--- src/rtl/emb_framer_pkg.sv ---
package emb_framer_pkg;
  localparam logic START_BIT = 1'b1;
  localparam logic STOP_BIT  = 1'b0;

  function automatic int unsigned frame_len(input int unsigned word_w);
    return word_w + 2;
  endfunction
endpackage

--- src/rtl/framer_pos_ctr.sv ---
module framer_pos_ctr #(
  parameter int unsigned FRAME_W = 12
) (
  input  logic clk_i,
  input  logic rst_ni,
  input  logic bit_en_i,
  output logic start_o,
  output logic last_o
);
  localparam int unsigned POS_W = $clog2(FRAME_W);
  localparam logic [POS_W-1:0] LAST_POS = POS_W'(FRAME_W - 1);

  logic [POS_W-1:0] pos_q;

  always_ff @(posedge clk_i or negedge rst_ni) begin
    if (!rst_ni)       pos_q <= '0;
    else if (bit_en_i) pos_q <= (pos_q == LAST_POS) ? '0 : pos_q + POS_W'(1);
  end

  assign start_o = bit_en_i && (pos_q == '0);
  assign last_o  = bit_en_i && (pos_q == LAST_POS);
endmodule

--- src/rtl/framer_word_sel.sv ---
module framer_word_sel
  import emb_framer_pkg::*;
#(
  parameter int unsigned          WORD_W    = 10,
  parameter logic [WORD_W-1:0]    SYNC_WORD = 10'b0000011111,
  localparam int unsigned         FRAME_W   = WORD_W + 2
) (
  input  logic [WORD_W-1:0]  data_i,
  input  logic               sync_a_i,
  input  logic               sync_b_i,
  output logic [FRAME_W-1:0] frame_o
);
  logic [WORD_W-1:0] payload;

  always_comb begin
    payload = (sync_a_i || sync_b_i) ? SYNC_WORD : data_i;
    frame_o = {STOP_BIT, payload, START_BIT};
  end
endmodule

--- src/rtl/framer_shifter.sv ---
module framer_shifter #(
  parameter int unsigned FRAME_W = 12
) (
  input  logic               clk_i,
  input  logic               rst_ni,
  input  logic               bit_en_i,
  input  logic               load_i,
  input  logic [FRAME_W-1:0] frame_i,
  output logic               ser_o,
  output logic [FRAME_W-2:0] rest_o
);
  logic               ser_q;
  logic [FRAME_W-2:0] rest_q;

  always_ff @(posedge clk_i or negedge rst_ni) begin
    if (!rst_ni) begin
      ser_q  <= 1'b0;
      rest_q <= '0;
    end else if (bit_en_i) begin
      if (load_i) begin
        ser_q  <= frame_i[0];
        rest_q <= frame_i[FRAME_W-1:1];
      end else begin
        ser_q  <= rest_q[0];
        rest_q <= {1'b0, rest_q[FRAME_W-2:1]};
      end
    end
  end

  assign ser_o  = ser_q;
  assign rest_o = rest_q;
endmodule

--- src/rtl/emb_clk_framer.sv ---
module emb_clk_framer
  import emb_framer_pkg::*;
#(
  parameter int unsigned       WORD_W    = 10,
  parameter logic [WORD_W-1:0] SYNC_WORD = 10'b0000011111
) (
  input  logic              clk_i,
  input  logic              rst_ni,
  input  logic              bit_en_i,
  input  logic [WORD_W-1:0] data_i,
  input  logic              sync_a_i,
  input  logic              sync_b_i,
  output logic              ser_o
);
  localparam int unsigned FRAME_W = frame_len(WORD_W);

  logic               frame_start;
  logic               frame_last;
  logic [FRAME_W-1:0] frame_vec;
  logic [FRAME_W-2:0] frame_rest;

  framer_pos_ctr #(.FRAME_W(FRAME_W)) i_pos (
    .clk_i    (clk_i),
    .rst_ni   (rst_ni),
    .bit_en_i (bit_en_i),
    .start_o  (frame_start),
    .last_o   (frame_last)
  );

  framer_word_sel #(.WORD_W(WORD_W), .SYNC_WORD(SYNC_WORD)) i_sel (
    .data_i   (data_i),
    .sync_a_i (sync_a_i),
    .sync_b_i (sync_b_i),
    .frame_o  (frame_vec)
  );

  framer_shifter #(.FRAME_W(FRAME_W)) i_shift (
    .clk_i    (clk_i),
    .rst_ni   (rst_ni),
    .bit_en_i (bit_en_i),
    .load_i   (frame_start),
    .frame_i  (frame_vec),
    .ser_o    (ser_o),
    .rest_o   (frame_rest)
  );
endmodule

--- config.mk ---
export PLATFORM = sky130hd
export DESIGN_NAME = emb_clk_framer
export DESIGN_NICKNAME = d
export VERILOG_FILES = /design/src/rtl/emb_framer_pkg.sv /design/src/rtl/framer_pos_ctr.sv /design/src/rtl/framer_word_sel.sv /design/src/rtl/framer_shifter.sv /design/src/rtl/emb_clk_framer.sv
export SDC_FILE = /design/constraint.sdc
export NUM_CORES = 1
export LEC_CHECK = 0
export CAP_MARGIN = 20
export CORE_MARGIN = 1
export CORE_UTILIZATION = 57
export CTS_BUF_LIST = sky130_fd_sc_hd__clkbuf_4 sky130_fd_sc_hd__clkbuf_8
export DETAILED_ROUTE_END_ITERATION = 8
export DONT_BUFFER_PORTS = 1
export GPL_TIMING_DRIVEN = 0
export PLACE_DENSITY = 0.75
export SYNTH_ARGS = -nofsm -noshare
export SYNTH_HDL_FRONTEND = slang
export SYNTH_SLANG_ARGS = --single-unit
export TNS_END_PERCENT = 5
--- constraint.sdc ---
create_clock -name clk_i -period 1.3 [get_ports clk_i]
set_input_delay 0.13 -clock clk_i [delete_from_list [all_inputs] [get_ports clk_i]]
set_output_delay 0.13 -clock clk_i [all_outputs]
set_load 0.01 [all_outputs]
==> results of run 1 <==
logic make-up (layout without fill, tap and decap cells):
group | Yosys count | in the layout
AND/OR/NAND/NOR | 43 | 43
adder cells (fa/ha/maj) | 2 | 2
AO/OA/AOI/OAI | 13 | 13
flip-flops | 15 | 15
multiplexers | 2 | 2
buffers and inverters | 8 | 21
state kept, by name, summed over array words and instances (netlist names):
| signal | cells |
|---|---|
| i_pos.pos_q | 4 |
| i_shift.rest_o | 10 |
| i_shift.ser_o | 1 |
how the worst max path moves through the flow:
stage,startpoint,endpoint,slack [ps],cells past startpoint
after detailed placement,i_pos.pos_q[0],i_shift.rest_o[5],-50,6
after global routing,i_pos.pos_q[1],i_shift.rest_o[6],-80,6
after floorplan,i_pos.pos_q[0],i_shift.rest_o[5],70,6
after global placement,i_pos.pos_q[0],i_shift.rest_o[5],-30,6
final,i_pos.pos_q[1],i_shift.rest_o[5],1,6
after CTS,i_pos.pos_q[1],i_shift.rest_o[5],-20,6
placed cells by master (no fill, tap or decap):
cell,count
nand3_1,18
dfrtp_1,15
o21ai_0,10
nand2b_1,7
nand2_1,7
dlygate4sd3_1,6
nor2_1,4
clkbuf_4,4
buf_4,3
buf_2,3
inv_2,2
nand3_2,2
a31oi_1,2
or2_2,1
and4bb_1,1
buf_6,1
clkbuf_1,1
nand4bb_1,1
mux2_2,1
and4b_1,1
a21boi_0,1
mux2i_1,1
inv_1,1
nand3b_1,1
ha_4,1
ha_1,1
per-stage QoR:
| stage | power (mW) | worst slack [ps] | hold slack, ps | std cells | cell area (um2) |
|---|---|---|---|---|---|
| 2_1_floorplan | 1.05 | 72.4 | -166 | 83 | 764 |
| 3_3_place_gp | 1.13 | -34.1 | -165 | 97 | 782 |
| 3_5_place_dp | 1.14 | -46.2 | -165 | 97 | 782 |
| 4_1_cts | 1.47 | -23.9 | 4.77 | 107 | 873 |
| 5_1_grt | 1.65 | -79.9 | 23.7 | 110 | 918 |
| 6_report | 1.54 | 1.08 | 8.24 | 110 | 918 |
power by group through the flow:
stage          logic (mW)  registers [mW]  clock network [mW]
2_1_floorplan       0.316           0.737                   0
3_3_place_gp        0.360           0.766                   0
3_5_place_dp        0.371           0.770                   0
4_1_cts             0.416           0.757               0.296
5_1_grt             0.542           0.784               0.319
6_report            0.488           0.764               0.287
worst max-delay path, cell delays in order, from the launching register on:
cell and delay (ps):
dfrtp_1 420, inv_2 90, ha_4 130, and4bb_1 230, buf_6 130, nand3_2 60, a31oi_1 170
routing by layer:
metal  track usage (%)  part of all wire, %  vias to the layer above
li1                  -                    -                      316
met1              28.2                   44                      302
met2              37.1                   50                       17
met3              5.20                  4.2                        6
met4              7.76                  2.0                        0
met5                 0                    0                        -
cell type report:
class,instances,share of cell area [%]
Tap cell,14,1.91
Clock buffer,4,3.27
Inverter,3,1.23
Sequential cell,15,40.9
Buffer,5,3.54
Timing Repair Buffer,9,8.72
Multi-Input combinational cell,60,40.5
what timing repair did:
| item | CTS | global route |
|---|---|---|
| setup endpoints to repair | 9 | 10 |
| gates cloned | 0 | 1 |
| gates resized for setup | 1 | 7 |
| buffers inserted | 1 | 1 |
| hold buffers | 5 | 1 |
| pin swaps | 0 | 8 |
| hold endpoints to repair | 19 | 1 |
cell usage after synthesis:
cell type	instances	area, um2
dfrtp_1	15	375
clkbuf_1	1	3.75
o21ai_0	10	50.1
inv_1	3	11.3
nand4bb_1	1	11.3
a31oi_1	2	12.5
nand2b_1	7	43.8
or2_2	1	6.26
nand3b_1	1	7.51
mux2i_1	1	10.0
buf_4	2	15.0
nand2_1	7	26.3
buf_2	1	5.00
and4b_1	1	10.0
nand3_1	20	100
nor2_1	4	15.0
mux2_2	1	11.3
ha_1	2	25.0
a21boi_0	1	7.51
clkbuf_2	1	5.00
and4bb_1	1	12.5
==> results.txt, run 1 <==
- The worst setup path is launched from a flop.
* Sequential cell area fraction in the yosys report: between 40% and 50%
* Worst slew slack as a fraction of its limit: a little over half
- In this run the static leakage power is roughly 0.41 nW.
* FF-to-FF path depth: 6
* Comb power frac: 31.7%
- X dimension of the die: around 39 um
- DR vias: 641
- For this run, the top clock speed supported by timing is 770 MHz.
* Switching Power: between 0.5 and 0.6 mW
* Max Cap Viol: 0
* Nature of the critical path endpoint: flop
- The floorplan step set the die height to 38.6 um.
- Number of nets still failing antenna checks after routing: 0
- Source of the worst register-to-register timing path: i_pos.pos_q[1]
* Ys Warns: 0
* HPWL reported at the end of detailed placement: 962 um
* CTS Buffer Depth: 2
* Initial Utilization: 65.3%
- IO buf count: 0
- Measured against the total synthesized area, the mux share comes to 2.78%.
- Number of fill cells in the layout: slightly below 80
* Main combinational cell family by area after synthesis: simple AND/OR/NAND/NOR gates
- The area growth from synthesis to layout is 20.1%.
- Endpoint of the worst-slack reg-to-reg timing path: i_shift.rest_o[5]
- Area fraction in compound gates after synthesis: 9.17%
- Total congestion overflow after global routing: 0
* CP Max Fanout: 5
* Status: finished clean
- The congestion estimate from routability-driven global placement came to 0.805.
* Final Max Tran Viols: 0
- The path class of the tightest hold or removal check is in2reg.
* CTS tree: built
* Data required time of the critical path: 1500 ps
- Combined flip-flop and latch cell area: 375 um2
* Minimum period implied by the final worst setup slack: 1300 ps
* Count of unresolved DRC violations after routing: 0
* Synthesized-area fraction occupied by and/or/nand/nor cells: slightly above 30%
- Area of combinational cells with multiple inputs: 372 um2
- Data on the critical path arrives at its endpoint at around 1500 ps.
- The tree built by TritonCTS fans out to 15 sinks.
* Die Outline Area: 0.00149 mm2
- The repair_antennas step left the layout with diodes totalling 0.
- Global-route wire length before repair: 2.19 mm
- Setup violations remaining at the end of the flow were counted as 0.
- Seq cells post-synth: 15
- Reg-to-reg slack, setup: between 1 and 1.5 ps
* Area of the core: between 0.001 and 0.0015 mm2
- For the final database, setup skew stands at 1.88 ps.
* Adder and majority cell fraction of the synthesized area: 3.27%
- For this block, the initial DRC count from the detailed router was 26.
- Final Routed Wirelength: ~1.7 mm
- In this run, the clock network consumes 18.7% of the power.
- The share of total power dissipated in sequential elements is between 40 and 50%.
- Yosys mapped the design onto 21 distinct sky130hd cell types.
* Actual slew at the worst max-slew pin: 700 ps
* Internal portion of total power: approximately 1 mW
* Number of levels the H-tree was split into: 1
- The number of antenna violations at the first check in global routing is 0.
- Total routing resource utilization after global routing: 22.3%
- Summing the areas of all xor and xnor instances in the mapped netlist gives 0% of the synthesized area.
* Number of I/O pins: 16
* Maximum number of pins on one net before global-route repair: 16
* Worst Min Path Start: data_i[3]
- Number of detailed-route iterations in the first pass: 4
* Vias in the first global route: 533
- Total number of nets in the final design: 114
- Post-synthesis instance area: 764 um2
- Total nets after synthesis: 100
- Vias/cell: 5.83
- Cells with a size suffix above 1 make up 18.8% of the layout.
- Share of the cycle needed by the critical path after routing: 99.9%
- Max rail drop VDD: 0.00120 V
* Root Buffer Master: clkbuf_4
- DR WL/cell: ~15 um
- For the final routed database, the setup TNS stands at 0 ps.
* Worst hold path endpoint: i_shift.rest_o[3]
- The worst hold path was traced through 2 stages.
- Of the total power, the share spent switching nets is 33.9%.
* Kind of critical path: reg2reg
- Post-Syn Instances: 83
* Total number of placement rows: 12
- Cells fill 78.4% of the core in the end.
- Final-report hold violation count: 0
- Setup repair after global routing could not meet its margin everywhere.
- Synthesized area divided by synthesized cell count: 9.21 um2
- Areal power density over the cells: 1680 mW/mm2
- Clock-pin slew was measured on the worst setup and hold paths at ~90 ps.
* Clock buffers created by TritonCTS: 3
- Clock insertion delay at the later pin of the skew report: 270 ps
Power figures use the tool's default switching activity.
==> run 2, diff against run 1 <==
REMOVE_ABC_BUFFERS = 1   (was not set)
==> run 2 against run 1 <==
  * Clock power down 7%
  * Largest cell class is now multi-input gates
  * Sequential power up 1%
  * Total power up 4.3%
  * Non-clock buffer count down 3
  * Combinational power up 15%
  * Wire length up 6.7%
  * Utilization up 1.9 points
  * Via count down 0.16%
  * Worst setup slack better by 21 ps
  * Sequential share of layout area down 0.98 points
  * Worst hold slack worse by 3.5 ps
  * Critical path type unchanged
  * Critical path depth down 1
==> results.txt, run 2 (synthesis gave the netlist of run 1 again) <==
* Reg-to-reg slack, setup: 20 ps
- In this run, CTS created clock tree buffers numbering 3.
- Measured on the finished design, the core utilization comes to 80.3%.
- The total count of hold-check failures in the final report was 0.
- DR vias: 640
* Total congestion overflow after global routing: 0
- Worst slew slack as a fraction of its limit: 55.4%
- Minimum setup slack after placement: -226 ps
- Max Cap Viol: 0
- Once routing completed, OpenROAD measured the worst setup slack at approximately 22 ps.
- At the pin with the least slew margin, the transition time is around 670 ps.
* Number of nets still failing antenna checks after routing: 0
* Unrepaired setup endpoints after global routing: yes
* Total number of placement rows: 12
- CP Max Fanout: 3
- Max rail drop VDD: 0.00113 V
- Root Buffer Master: clkbuf_4
- Minimum period implied by the final worst setup slack: 1280 ps
* First-iteration detailed-routing DRC count: 9
- IO buf count: 0
- CTS Buffer Depth: 2
- After detailed routing, the average wire length per cell comes to 16.6 um.
- The library cell used most frequently in the layout, excluding fill and tap cells, is nand3_1.
- The via count of the first global-routing pass is 590.
- In this run the number of H-tree levels came out at 1.
- After layout, the design draws a total of 1.61 mW.
* Maximum frequency from static timing analysis: 782 MHz
- Compared with the post-synthesis result, the final layout area differs by 23.1%.
* # diodes: 0
- Setup clock skew after layout: around 3.0 ps
* CTS tree: built
- STA classifies the critical path endpoint as a flop.
* Count of unresolved DRC violations after routing: 0
* Most frequent cells in the layout: nand3_1, dfrtp_1, o21ai_0
- For the worst setup path, the data arrival time is 1490 ps.
- Data required time of the critical path: between 1500 and 2000 ps
- Total routing resource utilization after global routing: 28.4%
- The finished cells cover 941 um2.
- In the final timing run, aggregate negative setup slack is 0 ps.
- Clock insertion delay at the later pin of the skew report: ~280 ps
* Clock Sink Count: 15
* Initial Utilization: 65.3%
- The worst register-to-register path begins at i_pos.pos_q[0].
- The critical path in this run is classified as reg2reg.
* Leakage Power: 0.410 nW
- Status: finished clean
- CTS clk-pin slew, worst paths: 90 ps
- The register with the most flip-flops in the layout has 10 of them.
- Endpoint of the worst-slack reg-to-reg timing path: i_shift.rest_o[5]
- Routability Congestion: a little over 0.8
* Maximum number of pins on one net before global-route repair: 22
* Crit path capture: i_shift.rest_o[5]
* Final Routed Wirelength: 1.79 mm
- The startpoint identified for the worst hold timing path is data_i[0].
- Detailed placement finished with a half-perimeter wire length of 982 um.
- Share of the cycle needed by the critical path after routing: 98.3%
- CP startpoint: i_pos.pos_q[0]
- In this run the horizontal extent of the chip is 38.6 um.
- In this run the power density over the cells is 1710 mW/mm2.
- The number of max-slew violations in the final report came to 0.
- Setup violations remaining at the end of the flow were counted as 0.
- Die Outline Area: 0.00149 mm2
* Fraction of final layout cells sized beyond drive strength 1: 19.1%
* Vias/cell: around 5.9
- Measured in cells, the most critical reg-to-reg path has a length of 5.
- The first global-routing pass estimated about 2.7 mm of wire.
* Number of antenna violations at the first check in global routing: 0
* Total placed instance area: 753 um2
- From bottom edge to top edge, the die measures 38.6 um.
* Class of the most critical hold timing path: in2reg
- Total number of nets in the final design: approximately 110
- Before antenna repair, the detailed router went through 4 iterations.
* Number of I/O pins: 16
- Area of the core: 0.00117 mm2
- The worst setup path is launched from a flop.
==> run 2: worst min-delay path by stage <==
stage / cells after the start / endpoint / slack (ps)
3_5_place_dp: 0 / i_shift.rest_o[0] / -170
4_1_cts: 2 / i_shift.rest_o[4] / 7
6_report: 2 / i_shift.rest_o[0] / 5
3_3_place_gp: 0 / i_shift.ser_o / -170
2_1_floorplan: 0 / i_pos.pos_q[0] / -170
5_1_grt: 2 / i_shift.rest_o[4] / 3
==> run 2: timing repair <==
item / CTS / global route
hold endpoints to repair: 23 / 0
pin swaps: 1 / 6
endpoints found under the setup margin: 11 / 6
hold buffers: 7 / 0
gates cloned: 1 / 0
buffers inserted: 1 / 3
resized for setup: 7 / 5
==> run 2: final cells by class <==
cell class | instances | area, um2
Multi-Input combinational cell | 61 | 405
Tap cell | 14 | 17.5
Sequential cell | 15 | 375
Timing Repair Buffer | 11 | 104
Fill cell | 89 | 230
Clock inverter | 1 | 5.00
Inverter | 3 | 11.3
Clock buffer | 3 | 22.5
==> run 2: worst max-delay path: stages, from the launching register on <==
cell and delay [ps]:
dfrtp_1 410, inv_2 90, ha_4 160, and4bb_4 280
nand3_2 80, a31oi_2 180
==> run 2: metal layers <==
| metal | wire length, um | global-route usage (%) | vias up |
|---|---|---|---|
| li1 | - | - | 315 |
| met1 | 734 | 35.5 | 306 |
| met2 | 981 | 51.2 | 17 |
| met3 | 54 | 3.47 | 2 |
| met4 | 19 | 7.76 | 0 |
| met5 | 0 | 0 | - |
==> run 2: power breakdown <==
| group | internal [mW] | total [mW] | switching (mW) |
|---|---|---|---|
| registers | 0.629 | 0.775 | 0.146 |
| clock network | 0.114 | 0.268 | 0.154 |
| logic | 0.308 | 0.563 | 0.255 |
| total | 1.05 | 1.61 | 0.555 |
==> run 2: per-stage QoR <==
step | hold WS (ps) | instances
CTS | 7.13 | 105
global placement | -165 | 92
finish | 4.74 | 108
floorplan | -166 | 78
detailed placement | -165 | 92
global route | 3.47 | 108
